--- src/rtl/rsqe_pkg.sv ---
package rsqe_pkg;
  localparam int EXP_W   = 8;
  localparam int FRAC_W  = 23;
  localparam int WORD_W  = 1 + EXP_W + FRAC_W;
  localparam int IDX_W   = 7;
  localparam int EST_W   = 8;
  localparam int TBL_DEPTH = 2 ** (IDX_W + 1);
  localparam int EXP_BIAS  = 2 ** (EXP_W - 1) - 1;
  // Numerator of the halved exponent: three biases less one keeps parity right.
  localparam int EXP_NUM   = 3 * EXP_BIAS - 1;
  localparam logic [WORD_W-1:0] DEFAULT_NAN =
    {1'b0, {EXP_W{1'b1}}, 1'b1, {(FRAC_W-1){1'b0}}};

  typedef logic [EST_W-1:0] estEntry_t;

  // Strobes from the operand classifier to the datapath.
  typedef struct packed {
    logic pickNan;
    logic pickInf;
    logic pickZero;
    logic pickEst;
    logic infNeg;
    logic raiseInvalid;
    logic raiseDivZero;
    logic oddExp;
  } ctrlStrobes_t;

  // Exact integer form of s = floor(2^EST_W * sqrt(N/(q+0.5)) + 0.5):
  // s is the largest value with (2s-1)^2 * (2q+1) <= 2^(2*EST_W+3) * N.
  function automatic estEntry_t estimateEntry(input int unsigned index);
    longint unsigned qVal;
    longint unsigned limit;
    longint unsigned trial;
    longint unsigned cand;
    longint unsigned lhs;
    int gridLog;
    cand = 64'd0;
    gridLog = (((index >> IDX_W) & 1) != 0) ? IDX_W + 2 : IDX_W + 1;
    qVal  = 64'(2 ** IDX_W) + 64'(index % (2 ** IDX_W));
    limit = 64'd1 << (2 * EST_W + 3 + gridLog);
    for (int b = EST_W; b >= 0; b--) begin
      trial = cand | (64'd1 << b);
      lhs = (64'd2 * trial - 64'd1) * (64'd2 * trial - 64'd1) * (64'd2 * qVal + 64'd1);
      if (lhs <= limit) cand = trial;
    end
    return estEntry_t'(cand);
  endfunction
endpackage

--- src/rtl/rsqe_classify.sv ---
module rsqe_classify
  import rsqe_pkg::*;
(
  input  logic [WORD_W-1:0] opWord,
  output ctrlStrobes_t      strobes
);
  logic              signBit;
  logic [EXP_W-1:0]  expField;
  logic [FRAC_W-1:0] fracField;
  logic expOnes, expNone, fracNone;
  logic isNan, isSignaling, isNegative, isPosInf;

  assign signBit   = opWord[WORD_W-1];
  assign expField  = opWord[FRAC_W +: EXP_W];
  assign fracField = opWord[FRAC_W-1:0];

  assign expOnes  = &expField;
  assign expNone  = ~|expField;
  assign fracNone = ~|fracField;

  // Priority: NaN, then zero/subnormal, then negative, then +inf.
  assign isNan       = expOnes & ~fracNone;
  assign isSignaling = isNan & ~fracField[FRAC_W-1];
  assign isNegative  = signBit & ~isNan & ~expNone;
  assign isPosInf    = expOnes & fracNone & ~signBit;

  always_comb begin
    strobes = '0;
    strobes.pickNan      = isNan | isNegative;
    strobes.pickInf      = expNone;
    strobes.pickZero     = isPosInf;
    strobes.pickEst      = ~(isNan | isNegative | expNone | isPosInf);
    strobes.infNeg       = signBit;
    strobes.raiseInvalid = isSignaling | isNegative;
    strobes.raiseDivZero = expNone;
    strobes.oddExp       = expField[0];
  end
endmodule

--- src/rtl/rsqe_datapath.sv ---
module rsqe_datapath
  import rsqe_pkg::*;
(
  input  logic              clk,
  input  logic              rstN,
  input  logic [EXP_W-1:0]  expField,
  input  logic [IDX_W-1:0]  fracTop,
  input  ctrlStrobes_t      strobes,
  output logic [WORD_W-1:0] resultWord,
  output logic              invalidQ,
  output logic              divZeroQ
);
  localparam int PAD_W = FRAC_W - EST_W;

  estEntry_t tableWord [TBL_DEPTH];

  for (genvar i = 0; i < TBL_DEPTH; i++) begin : g_tbl
    localparam estEntry_t ENTRY = estimateEntry(i);
    assign tableWord[i] = ENTRY;
  end

  logic [IDX_W:0]    tblIdx;
  estEntry_t         estFrac;
  logic [EXP_W-1:0]  estExp;
  logic [WORD_W-1:0] nextWord;

  assign tblIdx  = {strobes.oddExp, fracTop};
  assign estFrac = tableWord[tblIdx];
  assign estExp  = EXP_W'((EXP_NUM - int'(expField)) >> 1);

  always_comb begin
    nextWord = '0;
    if (strobes.pickNan)
      nextWord = DEFAULT_NAN;
    else if (strobes.pickInf)
      nextWord = {strobes.infNeg, {EXP_W{1'b1}}, {FRAC_W{1'b0}}};
    else if (strobes.pickZero)
      nextWord = '0;
    else if (strobes.pickEst)
      nextWord = {1'b0, estExp, estFrac, {PAD_W{1'b0}}};
  end

  always_ff @(posedge clk or negedge rstN) begin
    if (!rstN) begin
      resultWord <= '0;
      invalidQ   <= 1'b0;
      divZeroQ   <= 1'b0;
    end else begin
      resultWord <= nextWord;
      invalidQ   <= strobes.raiseInvalid;
      divZeroQ   <= strobes.raiseDivZero;
    end
  end
endmodule

--- src/rtl/rsqe_top.sv ---
module rsqe_top
  import rsqe_pkg::*;
(
  input  logic              clk,
  input  logic              rstN,
  input  logic [WORD_W-1:0] opIn,
  output logic [WORD_W-1:0] resultOut,
  output logic              flagInvalid,
  output logic              flagDivZero
);
  ctrlStrobes_t strobes;

  rsqe_classify u_classify (
    .opWord  (opIn),
    .strobes (strobes)
  );

  rsqe_datapath u_datapath (
    .clk        (clk),
    .rstN       (rstN),
    .expField   (opIn[FRAC_W +: EXP_W]),
    .fracTop    (opIn[FRAC_W-1 -: IDX_W]),
    .strobes    (strobes),
    .resultWord (resultOut),
    .invalidQ   (flagInvalid),
    .divZeroQ   (flagDivZero)
  );
endmodule

--- config.mk ---
export PLATFORM = sky130hd
export DESIGN_NAME = rsqe_top
export DESIGN_NICKNAME = d
export VERILOG_FILES = /design/src/rtl/rsqe_pkg.sv /design/src/rtl/rsqe_classify.sv /design/src/rtl/rsqe_datapath.sv /design/src/rtl/rsqe_top.sv
export SDC_FILE = /design/constraint.sdc
export NUM_CORES = 1
export LEC_CHECK = 0
export BUFFER_PORTS_ARGS = -buffer_cell sky130_fd_sc_hd__buf_2
export CAP_MARGIN = 30
export CORE_AREA = 8 8 83 85
export CTS_BUF_LIST = sky130_fd_sc_hd__clkbuf_4
export DETAILED_ROUTE_END_ITERATION = 6
export DIE_AREA = 0 0 91 93
export GPL_TIMING_DRIVEN = 1
export HOLD_SLACK_MARGIN = 0.05
export MAX_ROUTING_LAYER = met4
export PLACE_DENSITY = 0.79
export SLEW_MARGIN = 20
export SYNTH_ARGS = -nofsm -noshare
export SYNTH_HDL_FRONTEND = slang
export SYNTH_HIERARCHICAL = 1
export SYNTH_SLANG_ARGS = --single-unit
--- constraint.sdc ---
create_clock -name clk -period 0.8 [get_ports clk]
set_input_delay 0.12 -clock clk [delete_from_list [all_inputs] [get_ports clk]]
set_output_delay 0.12 -clock clk [all_outputs]
set_load 0.01 [all_outputs]
==> impl_metrics.json <==
{
  "fin_cells": 605,
  "cts_tree": "built",
  "cts_sinks": 19,
  "drc": 0,
  "vias_per_cell": 6.33,
  "synth_area_sq_um": 2950,
  "num_rows": 28,
  "hold_viol": 0,
  "dp_cells": 589,
  "die_x_um": 91,
  "synth_area_leaders": "dfrtp_1 16%, o21ai_0 6.1%, buf_4 6.1%",
  "arrival_ns": 2.00,
  "drv_slew": 0,
  "yosys_warnings": 6,
  "async_reset_ff_share_pct": 100,
  "synth.distinct_cells": 71,
  "period_share_pct": 226,
  "clk_pin_slew_ns": 0.09,
  "finalWirelength_mm": 11.5,
  "seq_area_frac_synth_pct": 16.1,
  "worstSetupStartpointType": "input pin",
  "min_period_ns": 1.81,
  "final_antenna_net_count": 0,
  "gp_congestion": 1.00,
  "die-area_sq_um": 8460,
  "synth_largest_area_cell": "dfrtp_1",
  "io_pins": 68,
  "cts_buffers": 3,
  "cp_max_fo": 3,
  "wl_met2_mm": 5.56,
  "hold_depth": 3,
  "fmax_mhz": 553,
  "die_h_um": 93,
  "grt_pass1_vias": 3757,
  "drtIter0Drc": 433,
  "num_antenna_cells": 0,
  "place_area_sq_um": 3920,
  "drive_gt1_share_pct": 44.7,
  "leakage_nw": 1.96,
  "drv_cap": 0,
  "drt_pass1_iterations": 5,
  "setup_violations": 38,
  "detailed_place_hpwl_mm": 8.23,
  "rsz0062_at_grt": "yes",
  "wl_met3_mm": 1.21,
  "hp-start": "opIn[30]",
  "synth.avg_cell_area_sq_um": 7.47,
  "p_per_area_nw_per_um2": 856,
  "crit_required_ns": 1.00,
  "ys_seq_elements": 19,
  "synth_edf_count": 0,
  "core_area_sq_um": 5680,
  "ir_drop_uv": 741,
  "synth_top_area_share_pct": 16.1,
  "top_layer_used": "met4",
  "p_total_mw": 3.81,
  "overflow": 0,
  "path_class": "in2reg",
  "holdPathEnd": "u_datapath/resultWord[30]",
  "multi_input_area_sq_um": 2420,
  "setup_slack_ns": -1.01,
  "root_buffer": "clkbuf_4",
  "dr_total_vias": 3828,
  "wire_per_inst_um": 19.0,
  "drt-met1-wl_mm": 4.22,
  "fillCellCount": 395,
  "io_buffers": 52,
  "grt_antenna_before_repair": 0,
  "post-route-cell-area_sq_um": 4450,
  "status": "finished, violations left",
  "final_nets": 578,
  "hold_class": "in2reg",
  "violations": "negative setup slack",
  "synth_top_flop_cell": "dfrtp_1",
  "cts_max_level": 1,
  "area_growth_pct": 50.7,
  "synthCells": 395,
  "initial_utilization_pct": 52.0,
  "grt_max_degree": 38,
  "regArea_sq_um": 475,
  "grt_pass1_wl_mm": 18.1,
  "clockBufferDepth": 2,
  "endpoint_kind": "flop",
  "grt_usage_pct": 26.0
}
==> kinds of logic (layout without fill, tap and decap cells) <==
kind of cell	count (synthesis)	count (layout)	share of synthesized area, %
DFF	19	19	16.1
and+or+nand+nor	137	137	25.5
AOI/OAI and AO/OA	139	139	32.5
xor gates and xnor gates	7	7	2.08
adders and majority gates	13	13	5.51
muxes	10	10	3.56
other	1	15	0.127
buffers and inverters	69	190	14.6
==> flip-flops by register name, summed over array words and instances, names as in the netlist <==
name,count
u_datapath/divZeroQ,1
u_datapath/invalidQ,1
u_datapath/resultWord,17
==> metal layers <==
layer  vias up  track usage [%]
met1      1764             29.8
met4         0             12.1
met3        61             5.53
met5         -                -
met2       278             42.9
li1       1725                -
==> power breakdown <==
group | internal, mW | leakage, nW | switching [mW] | total [mW]
Clock | 0.228 | 0.0184 | 0.256 | 0.484
Combinational | 1.08 | 1.71 | 1.21 | 2.29
Sequential | 1.02 | 0.233 | 0.0144 | 1.03
Total | 2.32 | 1.96 | 1.48 | 3.81
==> synth_stat cells, types with 4 or more instances <==
cell type,instances
buf_2,15
nand2_1,20
o311ai_0,8
clkbuf_1,12
mux2i_1,6
mux2_2,4
ha_1,13
dfrtp_1,19
nor4_1,7
a21oi_1,22
o21ai_0,36
a31oi_1,5
o211ai_1,6
nor2_1,26
nand3_1,8
xnor2_1,5
a211oi_1,15
and3_1,4
nor3_1,15
nand2b_1,10
nor3b_1,5
inv_1,9
a211o_1,4
nand4_1,7
a21o_1,4
nor2b_1,15
buf_4,24
==> how the worst max path moves through the flow <==
stage / start / endpoint / slack (ns) / depth (start not counted)
after global routing: opIn[10] / u_datapath/resultWord[16] / -1.07 / 9
after global placement: opIn[16] / u_datapath/resultWord[16] / -1.30 / 9
final: opIn[25] / u_datapath/resultWord[16] / -1.01 / 8
after detailed placement: opIn[16] / u_datapath/resultWord[16] / -1.33 / 9
after floorplan: opIn[24] / u_datapath/resultWord[16] / -1.05 / 7
after CTS: opIn[25] / u_datapath/resultWord[16] / -1.0 / 8
==> what timing repair did <==
| action | in CTS | in global routing |
|---|---|---|
| endpoints found under the setup margin | 38 | 38 |
| resized for setup | 44 | 41 |
| setup buffers | 10 | 4 |
| cloned | 1 | 0 |
| pin swaps | 19 | 17 |
| endpoints found under the hold margin | 19 | 0 |
| hold buffers | 1 | 0 |
==> cell type report <==
class	count	share of cell area [%]
tap	75	2.11
sequential	19	10.7
clock buffer	4	0.675
timing repair buffer	174	30.6
multi-input combinational	321	54.5
inverter	12	1.35
==> stage by stage <==
stage	utilization [%]	hold WS, ns	setup TNS [ns]	setup WS (ns)
finish	78.4	0.151	-16.04	-1.01
global route	78.4	0.138	-17.80	-1.07
CTS	74.7	0.130	-15.27	-0.998
detailed placement	69.1	0.0612	-18.76	-1.33
global placement	69.1	0.0489	-17.86	-1.30
floorplan	-	-0.176	-11.51	-1.05
==> worst max-delay path, cell delays in order <==
cell and delay [ns]:
buf_6 0.09, or4_4 0.55, o21ai_2 0.18, nand2_2 0.08, or3_4 0.35, a311oi_2 0.23
o311ai_2 0.15, a32oi_1 0.25
==> cells in the final DEF, fill, tap and decap left out, types with 6 or more instances in the layout <==
master and instances:
conb_1 15, a21oi_1 21, o21ai_0 27, nand2b_1 8, buf_6 19, ha_1 9
dfrtp_1 19, nand3_1 8, o311ai_0 6, nor2_1 24, a211oi_1 10, nor3_1 11
nand2_1 19, nor2b_1 13, o211ai_1 6, buf_4 104, buf_2 43, nand4_1 7
mux2i_1 6, o21ai_1 8
(Power assumes the default switching activity.)
